### src/rtl/srenc_pkg.sv
package srenc_pkg;
  localparam int WORD_W = 16;
  localparam int BYTE_W = 8;

  typedef struct packed {
    logic rd_en;
    logic rd_end;
  } rd_evt_t;
endpackage

### src/rtl/srenc_rd_det.sv
module srenc_rd_det
  import srenc_pkg::*;
(
  input  logic    clk_i,
  input  logic    rst_ni,
  input  logic    ce_ni,
  input  logic    oe_ni,
  input  logic    we_ni,
  output rd_evt_t evt_o
);
  logic rd_en, rd_q;

  assign rd_en = ~ce_ni & ~oe_ni & we_ni;

  always_ff @(posedge clk_i or negedge rst_ni) begin
    if (!rst_ni) rd_q <= 1'b0;
    else         rd_q <= rd_en;
  end

  assign evt_o.rd_en  = rd_en;
  assign evt_o.rd_end = rd_q & ~rd_en;
endmodule

### src/rtl/srenc_tog.sv
module srenc_tog (
  input  logic clk_i,
  input  logic rst_ni,
  input  logic busy_i,
  input  logic adv_i,
  output logic tog_o
);
  logic tog_q;

  always_ff @(posedge clk_i or negedge rst_ni) begin
    if (!rst_ni)              tog_q <= 1'b0;
    else if (busy_i && adv_i) tog_q <= ~tog_q;
  end

  assign tog_o = tog_q;


  tog_flip_chk: assert property (@(posedge clk_i) disable iff (!rst_ni)
    (busy_i && adv_i) |=> (tog_q != $past(tog_q)));


  tog_hold_chk: assert property (@(posedge clk_i) disable iff (!rst_ni)
    !(busy_i && adv_i) |=> $stable(tog_q));
endmodule

### src/rtl/srenc_lane.sv
module srenc_lane #(
  parameter int LANE_W   = 8,
  parameter int POLL_BIT = 7,
  parameter int TOG_BIT  = 6
) (
  input  logic              busy_i,
  input  logic              tog_i,
  input  logic [LANE_W-1:0] last_i,
  input  logic [LANE_W-1:0] array_i,
  output logic [LANE_W-1:0] lane_o
);
  logic [LANE_W-1:0] stat;

  always_comb begin
    stat           = last_i;
    stat[POLL_BIT] = ~last_i[POLL_BIT];
    stat[TOG_BIT]  = tog_i;
  end

  assign lane_o = busy_i ? stat : array_i;
endmodule

### src/rtl/status_read_enc.sv
module status_read_enc
  import srenc_pkg::*;
#(
  parameter int DATA_W   = WORD_W,
  parameter int LANE_W   = BYTE_W,
  parameter int POLL_BIT = LANE_W - 1,
  parameter int TOG_BIT  = LANE_W - 2
) (
  input  logic              clk_i,
  input  logic              rst_ni,
  input  logic              ce_ni,
  input  logic              oe_ni,
  input  logic              we_ni,
  input  logic              busy_i,
  input  logic [DATA_W-1:0] last_data_i,
  input  logic [DATA_W-1:0] array_data_i,
  output logic [DATA_W-1:0] data_o,
  output logic              dout_en_o
);
  localparam int LANES = DATA_W / LANE_W;

  rd_evt_t evt;
  logic    tog;

  srenc_rd_det u_det (
    .clk_i (clk_i),
    .rst_ni(rst_ni),
    .ce_ni (ce_ni),
    .oe_ni (oe_ni),
    .we_ni (we_ni),
    .evt_o (evt)
  );

  srenc_tog u_tog (
    .clk_i (clk_i),
    .rst_ni(rst_ni),
    .busy_i(busy_i),
    .adv_i (evt.rd_end),
    .tog_o (tog)
  );

  for (genvar g = 0; g < LANES; g++) begin : g_lane
    srenc_lane #(
      .LANE_W  (LANE_W),
      .POLL_BIT(POLL_BIT),
      .TOG_BIT (TOG_BIT)
    ) u_lane (
      .busy_i (busy_i),
      .tog_i  (tog),
      .last_i (last_data_i[g*LANE_W +: LANE_W]),
      .array_i(array_data_i[g*LANE_W +: LANE_W]),
      .lane_o (data_o[g*LANE_W +: LANE_W])
    );
  end

  assign dout_en_o = evt.rd_en;


  bus_off_chk: assert property (@(posedge clk_i) disable iff (!rst_ni)
    (ce_ni || oe_ni || !we_ni) |-> !dout_en_o);


  idle_pass_chk: assert property (@(posedge clk_i) disable iff (!rst_ni)
    !busy_i |-> (data_o == array_data_i));


  poll_inv_chk: assert property (@(posedge clk_i) disable iff (!rst_ni)
    busy_i |-> (data_o[POLL_BIT] != last_data_i[POLL_BIT]) &&
               (data_o[LANE_W+POLL_BIT] != last_data_i[LANE_W+POLL_BIT]));


  tog_lane_chk: assert property (@(posedge clk_i) disable iff (!rst_ni)
    busy_i |-> (data_o[TOG_BIT] == data_o[LANE_W+TOG_BIT]));
endmodule

### config.mk
export PLATFORM = sky130hd
export DESIGN_NAME = status_read_enc
export DESIGN_NICKNAME = d
export VERILOG_FILES = /design/src/rtl/srenc_pkg.sv /design/src/rtl/srenc_rd_det.sv /design/src/rtl/srenc_tog.sv /design/src/rtl/srenc_lane.sv /design/src/rtl/status_read_enc.sv
export SDC_FILE = /design/constraint.sdc
export NUM_CORES = 1
export LEC_CHECK = 0
export BUFFER_PORTS_ARGS = -buffer_cell sky130_fd_sc_hd__buf_2
export CAP_MARGIN = 15
export CORE_AREA = 2 2 39 41
export DETAILED_ROUTE_END_ITERATION = 8
export DIE_AREA = 0 0 41 43
export PLACE_DENSITY = 0.73
export SETUP_SLACK_MARGIN = 0.2
export SLEW_MARGIN = 0
export SYNTH_ARGS = -nofsm -noshare
export SYNTH_HDL_FRONTEND = slang
export SYNTH_SLANG_ARGS = --single-unit
### constraint.sdc
create_clock -name clk_i -period 1.33 [get_ports clk_i]
set_input_delay 0.0665 -clock clk_i [delete_from_list [all_inputs] [get_ports clk_i]]
set_output_delay 0.0665 -clock clk_i [all_outputs]
set_load 0.01 [all_outputs]
# After elaboration in Yosys (flattened, before gate mapping)
# Cells that the tools add are included.
# word_totals
regBits	2
in_bits	38
output_inout_bits	17
elab_cells	14
# op_classes
muxes	2
n_bitwise	9
n_reduce_logical	1
# op_table
op	count
$mux W8	2
$not A1 Y1	6
$and A1 B1 Y1	3
$logic_and A1 B1 Y1	1

# Depth between registers and ports, before layout
# Gate-level depths: netlist of the first run.
# depth
ltp_word	6
ltp_mapped	4
mapped_depth_nobuf	2

# Modules after synthesis
# A second synthesis of the first run with hierarchy kept.
# unflattened
cells_unflattened	27
hier_area_um2	349.1
# by_module_without_submodules
mod	n_inst	cells_each	area_each_um2	seq_area_each_um2
srenc_lane	2	10	130.1	0.0
srenc_rd_det	1	4	51.3	25.0
srenc_tog	1	3	37.5	25.0

# Least setup slack after synthesis of the first run
# Ideal clock, no wire load.
# synth_timing
path_kind	input to register
startpoint	input oe_ni
endpoint	register u_tog.tog_q (netlist: u_tog.tog_o)
setup_ns	0.147
arrival_time_ns	0.634
t_required_ns	1.183
path_slack_ns	0.548
path_stages	2
n_path_buf	0
cell_sequence	nor3b_1 -> o211ai_1
# synth_between
elab_chain_len	6
# synth_rtl
element	line_no	rtl
from (decl)	status_read_enc.sv:12	input logic oe_ni,
$not A1 Y1	srenc_rd_det.sv:13	assign rd_en = ~ce_ni & ~oe_ni & we_ni;
$and A1 B1 Y1 (2 in series)	srenc_rd_det.sv:13	
$not A1 Y1	srenc_rd_det.sv:21	assign evt_o.rd_end = rd_q & ~rd_en;
$and A1 B1 Y1	srenc_rd_det.sv:21	
$logic_and A1 B1 Y1	srenc_tog.sv:12	else if (busy_i && adv_i) tog_q <= ~tog_q;
to (signal assigned)	srenc_tog.sv:12	
to (decl)	srenc_tog.sv:8	logic tog_q;
# No other way between the ends.
# A chain may end at the register's enable or synchronous reset.

# Final worst setup path of the first run
# layout_timing
startpoint	input busy_i
endpoint	output data_o[2]
# layout_between
elab_chain_len	1
# layout_rtl
element	line_no	rtl
from (decl)	status_read_enc.sv:14	input logic busy_i,
$mux W8	srenc_lane.sv:20	assign lane_o = busy_i ? stat : array_i;
to (decl)	status_read_enc.sv:17	output logic [DATA_W-1:0] data_o,
# No other way between the ends.

==> results.md, run 1 <==
- CP Launch Type: input pin
- Tmin final: 1.01 ns
- Die area: 1760 sq um
- Final Util: a little over two fifths
- Setup crit end kind: output pin
- Die Span Y: approximately 43 um
- YS warnings: 0
- Leakage: 0.000358 uW
- Post-Syn Area: 320 sq um
- Final net count: 124
- Final hold violation count: 0
- Crit-path cells: buf_2 -> mux2_2 -> buf_2
- Most frequent cells in the layout: 52 x buf_2, 9 x mux2_2, 4 x inv_1
- Area Overhead vs Synth: 87.9%
- Worst slew margin: 72.6%
- Crit path max-delay family: buffers and inverters
- Overflow after GRT: 0
- Worst Path Buf+Inv: 2
- Final setup viols: 0
- Clk buf depth: 2
- Crit path arrival time: 0.94 ns
- Largest net degree at the start of global routing: 20
- Clk sinks: 2
- Top fanout value on the critical path: 19
- Worst skew pair latency: 0.22 ns
- Setup Crit Path Kind: in2out
- CTS buffer count: 3
- Crit path top cell by count: buf_2
- Pwr dens: 704 nW/um^2
- N_diodes: 0
- Critical Path RT: 1.26 ns
- Worst path max stage delay: about 0.38 ns
- Mean post-synth cell area: roughly 11 sq um
- Io pins: 55
- Final Wtd Congestion: 0.673
- Port Buf Inserts: 52
- Number of global-route vias before repair: roughly 440
- Distinct cells, synth: 14
- Wire length per cell: 9.51 um
- Max cap viols: 0
- Total Wirelength: 951 um
- Postcts setup bufs: 0
- RSZ-0062 raised after global routing: false
- Clock-pin slew on the worst setup and hold paths: 0.03 ns
- Commonest non-fill, non-tap cell in the layout: buf_2
- Status: complete, no violations
- Cells after DPL: 96
- H-tree lvl count: 1
- Type of the worst min-delay path: in2reg
- Measured slew at the worst slew-check pin: ~0.41 ns
- Setup TNS Final: 0 ns
- Max Transition Viols Final: 0
- Synth Register Bits: 2
- Area leader, netlist: mux2_2
- Drt drc: 0
- Cell Rows: 14
- Vias: 459
- DP Worst Slack: just over 0.3 ns
- CP max-delay cell: mux2_2
- Fin cells: 100
- Post-synthesis sequential area ratio: around 16%
- Starting Density: 23.1%
- Clk root buf: clkbuf_4
- Synth top area share: 31.6%
- Total GRT Usage: between 10 and 15%
- Global-route wire length before repair: 1460 um
- Area contributors post-synth: mux2_2 32%, dfrtp_1 16%, mux2_4 14%
- Final HPWL DP: 828 um
- Number of antenna violations at the first check in global routing: 0
- Filler cells: 144
- Mapped Cells: 30
- FMAX: 0.994 GHz
- ANT nets after route: 0
- Final Cycle Share: 75.6%
- Setup WS post-layout: 0.324 ns
- Skew final: about 0.0018 ns
- Tot Pwr: 424 uW
- CORE AREA: 1380 sq um
- Pre-Repair DR Iteration Count: 2
- Share of cells above drive strength 1: between 80% and 90%
- Peak supply drop: ~0.30 mV
- Mapped Nets: 68
- Horiz. Die Dim: just over 40 um
- CTS tree: yes
- Vias per cell: 4.59
- Starting DRT DRC Count: 1
-- report_power, final --
part / switching [uW] / leakage (uW) / internal, uW / total [uW]
clock network: 33.0 / 0.0000138 / 99.4 / 132
logic: 81.8 / 0.000319 / 125 / 207
registers: 10.9 / 0.0000246 / 73.5 / 84.4
total: 126 / 0.000358 / 298 / 424
-- cell families after synthesis --
family                 synth area share (%)
AND/OR/NAND/NOR                        9.38
buffers and inverters                  14.5
flip-flops                             15.6
multiplexers                           52.0
AO/OA/AOI/OAI                          8.59
-- worst register-to-register path: stages (launching register included) --
cell and delay (ns):
dfrtp_1 0.39, nand3b_1 0.17, o211ai_1 0.17
-- through the flow --
step	area (sq um)	hold slack (ns)
final	602	0.0411
after global routing	602	0.0582
after CTS	602	0.0326
after detailed placement	569	-0.142
after global placement	569	-0.148
after floorplan	320	-0.229
-- cells in the mapped netlist --
master     count
nand2_1        1
nor3b_1        1
inv_1          4
nand4bb_1      1
o21ai_0        2
a21bo_2        1
mux2_2         9
dfrtp_1        2
mux2_4         3
o211ai_1       1
mux2i_1        2
buf_12         1
nand3b_1       1
buf_6          1
-- per-layer routing --
metal	vias to the layer above	routed length, um	GRT usage [%]
met3	2	175	5.24
met4	0	9	10.0
met1	198	290	11.3
met5	-	0	0
li1	216	-	-
met2	43	475	20.9
-- final timing paths --
kind / slack (ns) / cells after the start / endpoint / start
setup / recovery: 0.32 / 3 / data_o[2] / busy_i
hold / removal: 0.04 / 2 / u_det.rd_q / ce_ni
setup reg to reg: 0.52 / 2 / u_tog.tog_o / u_tog.tog_o
hold reg to reg: 0.59 / 2 / u_tog.tog_o / u_det.rd_q
max in group asynchronous: 1.07 / 2 / u_det.rd_q / rst_ni
min in group asynchronous: 0.16 / 2 / u_tog.tog_o / rst_ni
-- layout make-up --
| cell class | instances | area [sq um] | area share, % |
|---|---|---|---|
| flip-flops and latches | 2 | 50.0 | 8.32 |
| inverters | 4 | 15.0 | 2.49 |
| multi-input cells | 22 | 224 | 37.2 |
| clock buffers | 3 | 22.5 | 3.74 |
| repair buffers | 53 | 270 | 44.9 |
| well taps | 16 | 20.0 | 3.33 |
-- sequential cells by signal (all words and copies together) (netlist names) --
name	cells
u_det.rd_q	1
u_tog.tog_o	1
-- timing repair --
action / in CTS / in global routing
hold buffers: 1 / 0
hold endpoints to repair: 2 / 0
gates resized for setup: 0 / 0
Power figures use the tool's default switching activity.
==> inputs of run 2 (changes only) <==
==> constraint.sdc (replaced) <==
create_clock -name clk_i -period 1 [get_ports clk_i]
set_input_delay 0.05 -clock clk_i [delete_from_list [all_inputs] [get_ports clk_i]]
set_output_delay 0.05 -clock clk_i [all_outputs]
set_load 0.01 [all_outputs]
==> run 2 against run 1 <==
Register-to-register slack got worse by 0.40 ns; routed wire length increased by 2.9%; sequential power increased by 23%; hold slack got worse by 0.023 ns; sequential cell count unchanged; sequential share of layout area decreased by 0.33 points; clock power increased by 34%.
==> results.md, run 2 (synthesized netlist as in run 1, its figures left out) <==
- Tmin final: 0.910 ns
- CORE AREA: between 1000 and 1500 sq um
- Drt drc: 0
- Wire length per cell: between 9 and 10 um
- Max Transition Viols Final: 0
- Number of global-route vias before repair: 439
- Io pins: 55
- Area Overhead vs Synth: 95.7%
- Share of cells above drive strength 1: approximately four fifths
- Setup crit end kind: output pin
- Final setup viols: 0
- Skew final: 0.00179 ns
- Measured slew at the worst slew-check pin: 0.309 ns
- Global-route wire length before repair: 1490 um
- Crit path max-delay family: flip-flops
- CP max-delay cell: dfrtp_1
- Number of antenna violations at the first check in global routing: 0
- Worst reg-to-reg setup slack: 0.12 ns
- Leakage: ~0.00037 uW
- Starting DRT DRC Count: 1
- RSZ-0062 raised after global routing: true
- Port Buf Inserts: 52
- Worst slew margin: 79.4%
- Pwr dens: 944 nW/um^2
- H-tree lvl count: 1
- Vias per cell: 4.45
- Horiz. Die Dim: slightly above 40 um
- Peak supply drop: 0.560 mV
- Top fanout value on the critical path: 2
- Setup Crit Path Kind: reg2out
- Clk root buf: clkbuf_4
- Starting Density: between 20% and 30%
- Final hold violation count: 0
- CTS buffer count: 3
- Final net count: between 100 and 150
- Die area: 1760 sq um
- Cell Rows: 14
- Final Wtd Congestion: 0.672
- Clk buf depth: 2
- Worst path max stage delay: 0.36 ns
- Worst skew pair latency: about 0.22 ns
- N_diodes: 0
- Critical Path RT: 0.95 ns
- Pre-Repair DR Iteration Count: 4
- Most frequent cells in the layout: 51 x buf_2, 9 x mux2_2, 4 x inv_1
- Crit-path cells: nand2_1 -> o21ai_1 -> buf_2
- Max cap viols: 0
- Clock-pin slew on the worst setup and hold paths: 0.03 ns
- Type of the worst min-delay path: in2reg
- FMAX: 1.10 GHz
- Total GRT Usage: approximately 13%
- Setup TNS Final: 0 ns
- Tot Pwr: 592 uW
- ANT nets after route: 0
- Final Cycle Share: 91.0%
- Overflow after GRT: 0
- Clk sinks: 2
- CP Launch Type: register
- Crit path arrival time: 0.86 ns
- Status: complete, no violations
- Worst Path Buf+Inv: 1
- CTS tree: yes
- Final HPWL DP: 859 um
- Total Wirelength: 979 um
- Die Span Y: 43 um
- Vias: 454
- Commonest non-fill, non-tap cell in the layout: buf_2
- Largest net degree at the start of global routing: 19
run 2: cell count changes in the layout (fill, tap and decap cells not counted):
| cell | delta |
|---|---|
| o21ai_0 | -2 |
| buf_4 | +2 |
| o21ai_1 | +2 |
| buf_8 | +1 |
| buf_2 | -1 |
run 2: worst register-to-register path: cells and delay by family (launching register included):
family                 cells  cell delay, ns
flip-flops                 1            0.36
AO/OA/AOI/OAI              1            0.16
AND/OR/NAND/NOR            1            0.15
buffers and inverters      1            0.13
run 2: final timing paths:
path / to / cells past startpoint / from
max in group asynchronous: u_tog.tog_o / 2 / rst_ni
min: u_det.rd_q / 2 / oe_ni
max: data_o[6] / 3 / u_tog.tog_o
max reg2reg: u_tog.tog_o / 3 / u_tog.tog_o
min reg2reg: u_tog.tog_o / 2 / u_det.rd_q
min in group asynchronous: u_det.rd_q / 2 / rst_ni
run 2: layout make-up:
cell class / instances / area [sq um]
Tap cell: 16 / 20.0
Multi-Input combinational cell: 22 / 224
Clock buffer: 3 / 22.5
Timing Repair Buffer: 55 / 295
Sequential cell: 2 / 50.0
Inverter: 4 / 15.0
Fill cell: 142 / 757
run 2: what timing repair did:
action / in CTS / in global routing
hold endpoints to repair: 2 / 0
resized for setup: 4 / 1
buffers inserted: 1 / 0
gates cloned: 0 / 0
hold buffers: 1 / 0
setup endpoints to repair: 17 / 4
run 2: layer usage:
layer | GRT usage (%) | share of wire, % | wire, um | vias to the layer above
li1 | - | - | - | 222
met1 | 12.2 | 30 | 298 | 185
met2 | 21.3 | 51 | 502 | 45
met3 | 3.66 | 17 | 168 | 2
met4 | 10.0 | 0.92 | 9 | 0
met5 | 0 | 0 | 0 | -
run 2: power breakdown:
part / internal, uW / leakage [uW] / switching, uW
sequential: 97.6 / 0.0000246 / 6.91
combinational: 192 / 0.000332 / 119
clock: 132 / 0.0000138 / 44.6
total: 422 / 0.000371 / 170
run 2: metrics by stage:
| stage | setup WS, ns | cells | utilization, % | hold WS [ns] | area, sq um |
|---|---|---|---|---|---|
| 2_1_floorplan | 0.235 | 30 | - | -0.246 | 320 |
| 3_3_place_gp | 0.0651 | 97 | 41.7 | -0.164 | 577 |
| 3_5_place_dp | 0.0455 | 97 | 41.7 | -0.159 | 577 |
| 4_1_cts | 0.0680 | 102 | 45.0 | 0.0107 | 623 |
| 5_1_grt | 0.0285 | 102 | 45.3 | 0.0228 | 627 |
| 6_report | 0.0896 | 102 | 45.3 | 0.0178 | 627 |
==> inputs of run 3 (changes only) <==
--- a/config.mk
+++ b/config.mk
@@ -10,9 +10,10 @@
 export CORE_AREA = 2 2 39 41
 export DETAILED_ROUTE_END_ITERATION = 8
 export DIE_AREA = 0 0 41 43
-export PLACE_DENSITY = 0.73
+export PLACE_DENSITY = 0.75
 export SETUP_SLACK_MARGIN = 0.2
 export SLEW_MARGIN = 0
 export SYNTH_ARGS = -nofsm -noshare
 export SYNTH_HDL_FRONTEND = slang
+export SYNTH_HIERARCHICAL = 1
 export SYNTH_SLANG_ARGS = --single-unit
==> run 3 against run 2 <==
The flow now finishes with violations (negative setup slack); routed wire length increased by 11%; setup slack got worse by 0.14 ns; critical path depth fell by 1; non-clock buffer count is 2 higher; power increased by 31%; die area unchanged; clock power about the same; utilization rose by 11 points; first-iteration DRC count rose by 100%; hold slack lost 0.0070 ns; synthesized area up 9.0%; global-route usage shrank 0.90 points; largest cell class unchanged; largest power group unchanged.
==> results.md, run 3 <==
- Status: finished with violations
- Violated checks: negative setup slack
- Number of global-route vias before repair: ~350
- Largest net degree at the start of global routing: 9
- Clock-pin slew on the worst setup and hold paths: 0.03 ns
- N_diodes: 0
- DRT met1 WL: ~350 um
- Area contributors post-synth: mux2_4 60%, dfrtp_1 14%, buf_6 6.5%
- Clk sinks: 2
- Tmin final: 1.05 ns
- Total Wirelength: 1090 um
- Cells after DPL: 93
- FMAX: 0.953 GHz
- CTS tree: yes
- Simple-gate share of the synthesized area: 6.45%
- Most frequent cells after synthesis: 14 x mux2_4, 2 x buf_6, 2 x dfrtp_1, 2 x inv_1, 2 x mux2i_1
- Worst slew margin: 84.2%
- Met2 WL post-DR: 650 um
- Starting DRT DRC Count: 2
- Max Transition Viols Final: 0
- Drt drc: 0
- Setup TNS Final: -0.0978 ns
- Hold WS: 0.0108 ns
- Distinct cells, synth: 10
- Die Span Y: approximately 43 um
- Largest family of logic cells by synthesized area: multiplexers
- Worst skew pair latency: 0.22 ns
- Post-synthesis sequential area ratio: 14.3%
- Fin cells: 100
- Mapped Nets: 65
- Total GRT Usage: 11.9%
- CP Launch Type: register
- CTS buffer count: 3
- Final Cycle Share: 105%
- RSZ-0062 raised after global routing: true
- Vias per cell: 4.14
- Port Buf Inserts: 52
- Asr flop ratio synth: 100%
- Final Wtd Congestion: 0.603
- Top fanout value on the critical path: 3
- Setup crit end kind: output pin
- Tot Pwr: 774 uW
- Commonest non-fill, non-tap cell in the layout: buf_2
- Vias: 414
- ANT nets after route: 0
- Final HPWL DP: 764 um
- Clk root buf: clkbuf_4
- Pre-Repair DR Iteration Count: 2
- Final setup viols: 2
- Share of cells above drive strength 1: between 90% and 100%
- Horiz. Die Dim: 41 um
- Die area: 1760 sq um
- Met3 routed wirelength: 82 um
- Mapped Cells: 27
- Clk buf depth: 2
- H-tree lvl count: 1
- Synth top area share: about three fifths
- Global-route wire length before repair: approximately 1400 um
- Final Util: 56.2%
- Setup WS post-layout: -0.0497 ns
- Pwr dens: around 1000 nW/um^2
- Final hold violation count: 0
- Peak supply drop: 0.581 mV
- Critical Path RT: around 0.95 ns
- Area leader, netlist: mux2_4
- Setup Crit Path Kind: reg2out
- CORE AREA: 1380 sq um
- Measured slew at the worst slew-check pin: 0.236 ns
- Mean post-synth cell area: 12.9 sq um
- Final net count: 124
- Synth Flop Type: dfrtp_1
- Max cap viols: 0
- Wire length per cell: 10.9 um
- Crit-path cells: mux2_4 -> buf_6
- XOR/XNOR Fraction of Synth Area: approximately 2.5%
- Count leader, synth: mux2_4
- Most frequent cells in the layout: 44 x buf_2, 14 x mux2_4, 7 x buf_6
- Skew final: 0.000292 ns
- YS warnings: 6
- Type of the worst min-delay path: in2reg
- Max Used Layer: met3
- EDFF count, synth: 0
- Io pins: 55
- Synth Register Bits: 2
- Overflow after GRT: 0
- Starting Density: between 20 and 30%
- Area Overhead vs Synth: 123%
- Leakage: 0.000461 uW
- Multiplexer area fraction after synthesis: 65.9%
- Crit path arrival time: 1.00 ns
- Compound-Gate Fraction of Synth Area: 0%
- Cell Rows: 14
- Post-Syn Area: 349 sq um
- Number of antenna violations at the first check in global routing: 0
- Worst path max stage delay: 0.39 ns
- CP max-delay cell: dfrtp_1
- Post-synthesis adder-cell area fraction: 0%
==> run 3: timing repair <==
item	in CTS	in global routing
cloned	2	0
hold buffers	1	0
resized for setup	8	8
pin swaps	0	2
setup buffers	0	1
endpoints found under the setup margin	14	14
endpoints found under the hold margin	3	0
==> run 3: final timing paths <==
path / startpoint / to / slack, ns / depth (start not counted)
worst max-delay path: u_tog/tog_o / data_o[14] / -0.05 / 2
worst min-delay path: ce_ni / u_det/rd_q / 0.01 / 2
worst max register to register: u_det/rd_q / u_tog/tog_o / 0.22 / 3
worst min register to register: u_tog/tog_o / u_tog/tog_o / 0.59 / 2
max in group asynchronous: rst_ni / u_det/rd_q / 0.75 / 2
min in group asynchronous: rst_ni / u_tog/tog_o / 0.15 / 2
==> run 3: layout make-up <==
type / instances / area [sq um]
repair buffers: 57 / 407
multi-input cells: 20 / 272
inverters: 2 / 7.51
fillers: 128 / 606
well taps: 16 / 20.0
clock buffers: 3 / 22.5
flip-flops and latches: 2 / 50.0
==> run 3: critical path: cells and delay by family (launching register included) <==
family,cells,cell delay [ns]
buffers and inverters,1,0.12
DFF,1,0.39
muxes,1,0.27
==> run 3: per-layer routing <==
layer / vias up / track usage, %
li1: 210 / -
met1: 180 / 10.6
met2: 24 / 21.3
met3: 0 / 3.14
met4: 0 / 8.00
met5: - / 0
==> run 3: logic make-up after synthesis <==
family                    after synthesis
buffers and inverters                   5
xor gates and xnor gates                1
and+or+nand+nor                         3
muxes                                  16
DFF                                     2
==> run 3: metrics by stage <==
step / area (sq um) / setup slack [ns]
floorplan: 349 / 0.302
global placement: 619 / 0.170
detailed placement: 619 / 0.169
CTS: 741 / -0.0692
global route: 778 / -0.0738
finish: 778 / -0.0497
==> run 3: power breakdown <==
part | internal [uW] | switching (uW)
sequential | 104 | 18.6
combinational | 323 | 153
clock | 132 | 43.9
total | 559 | 215
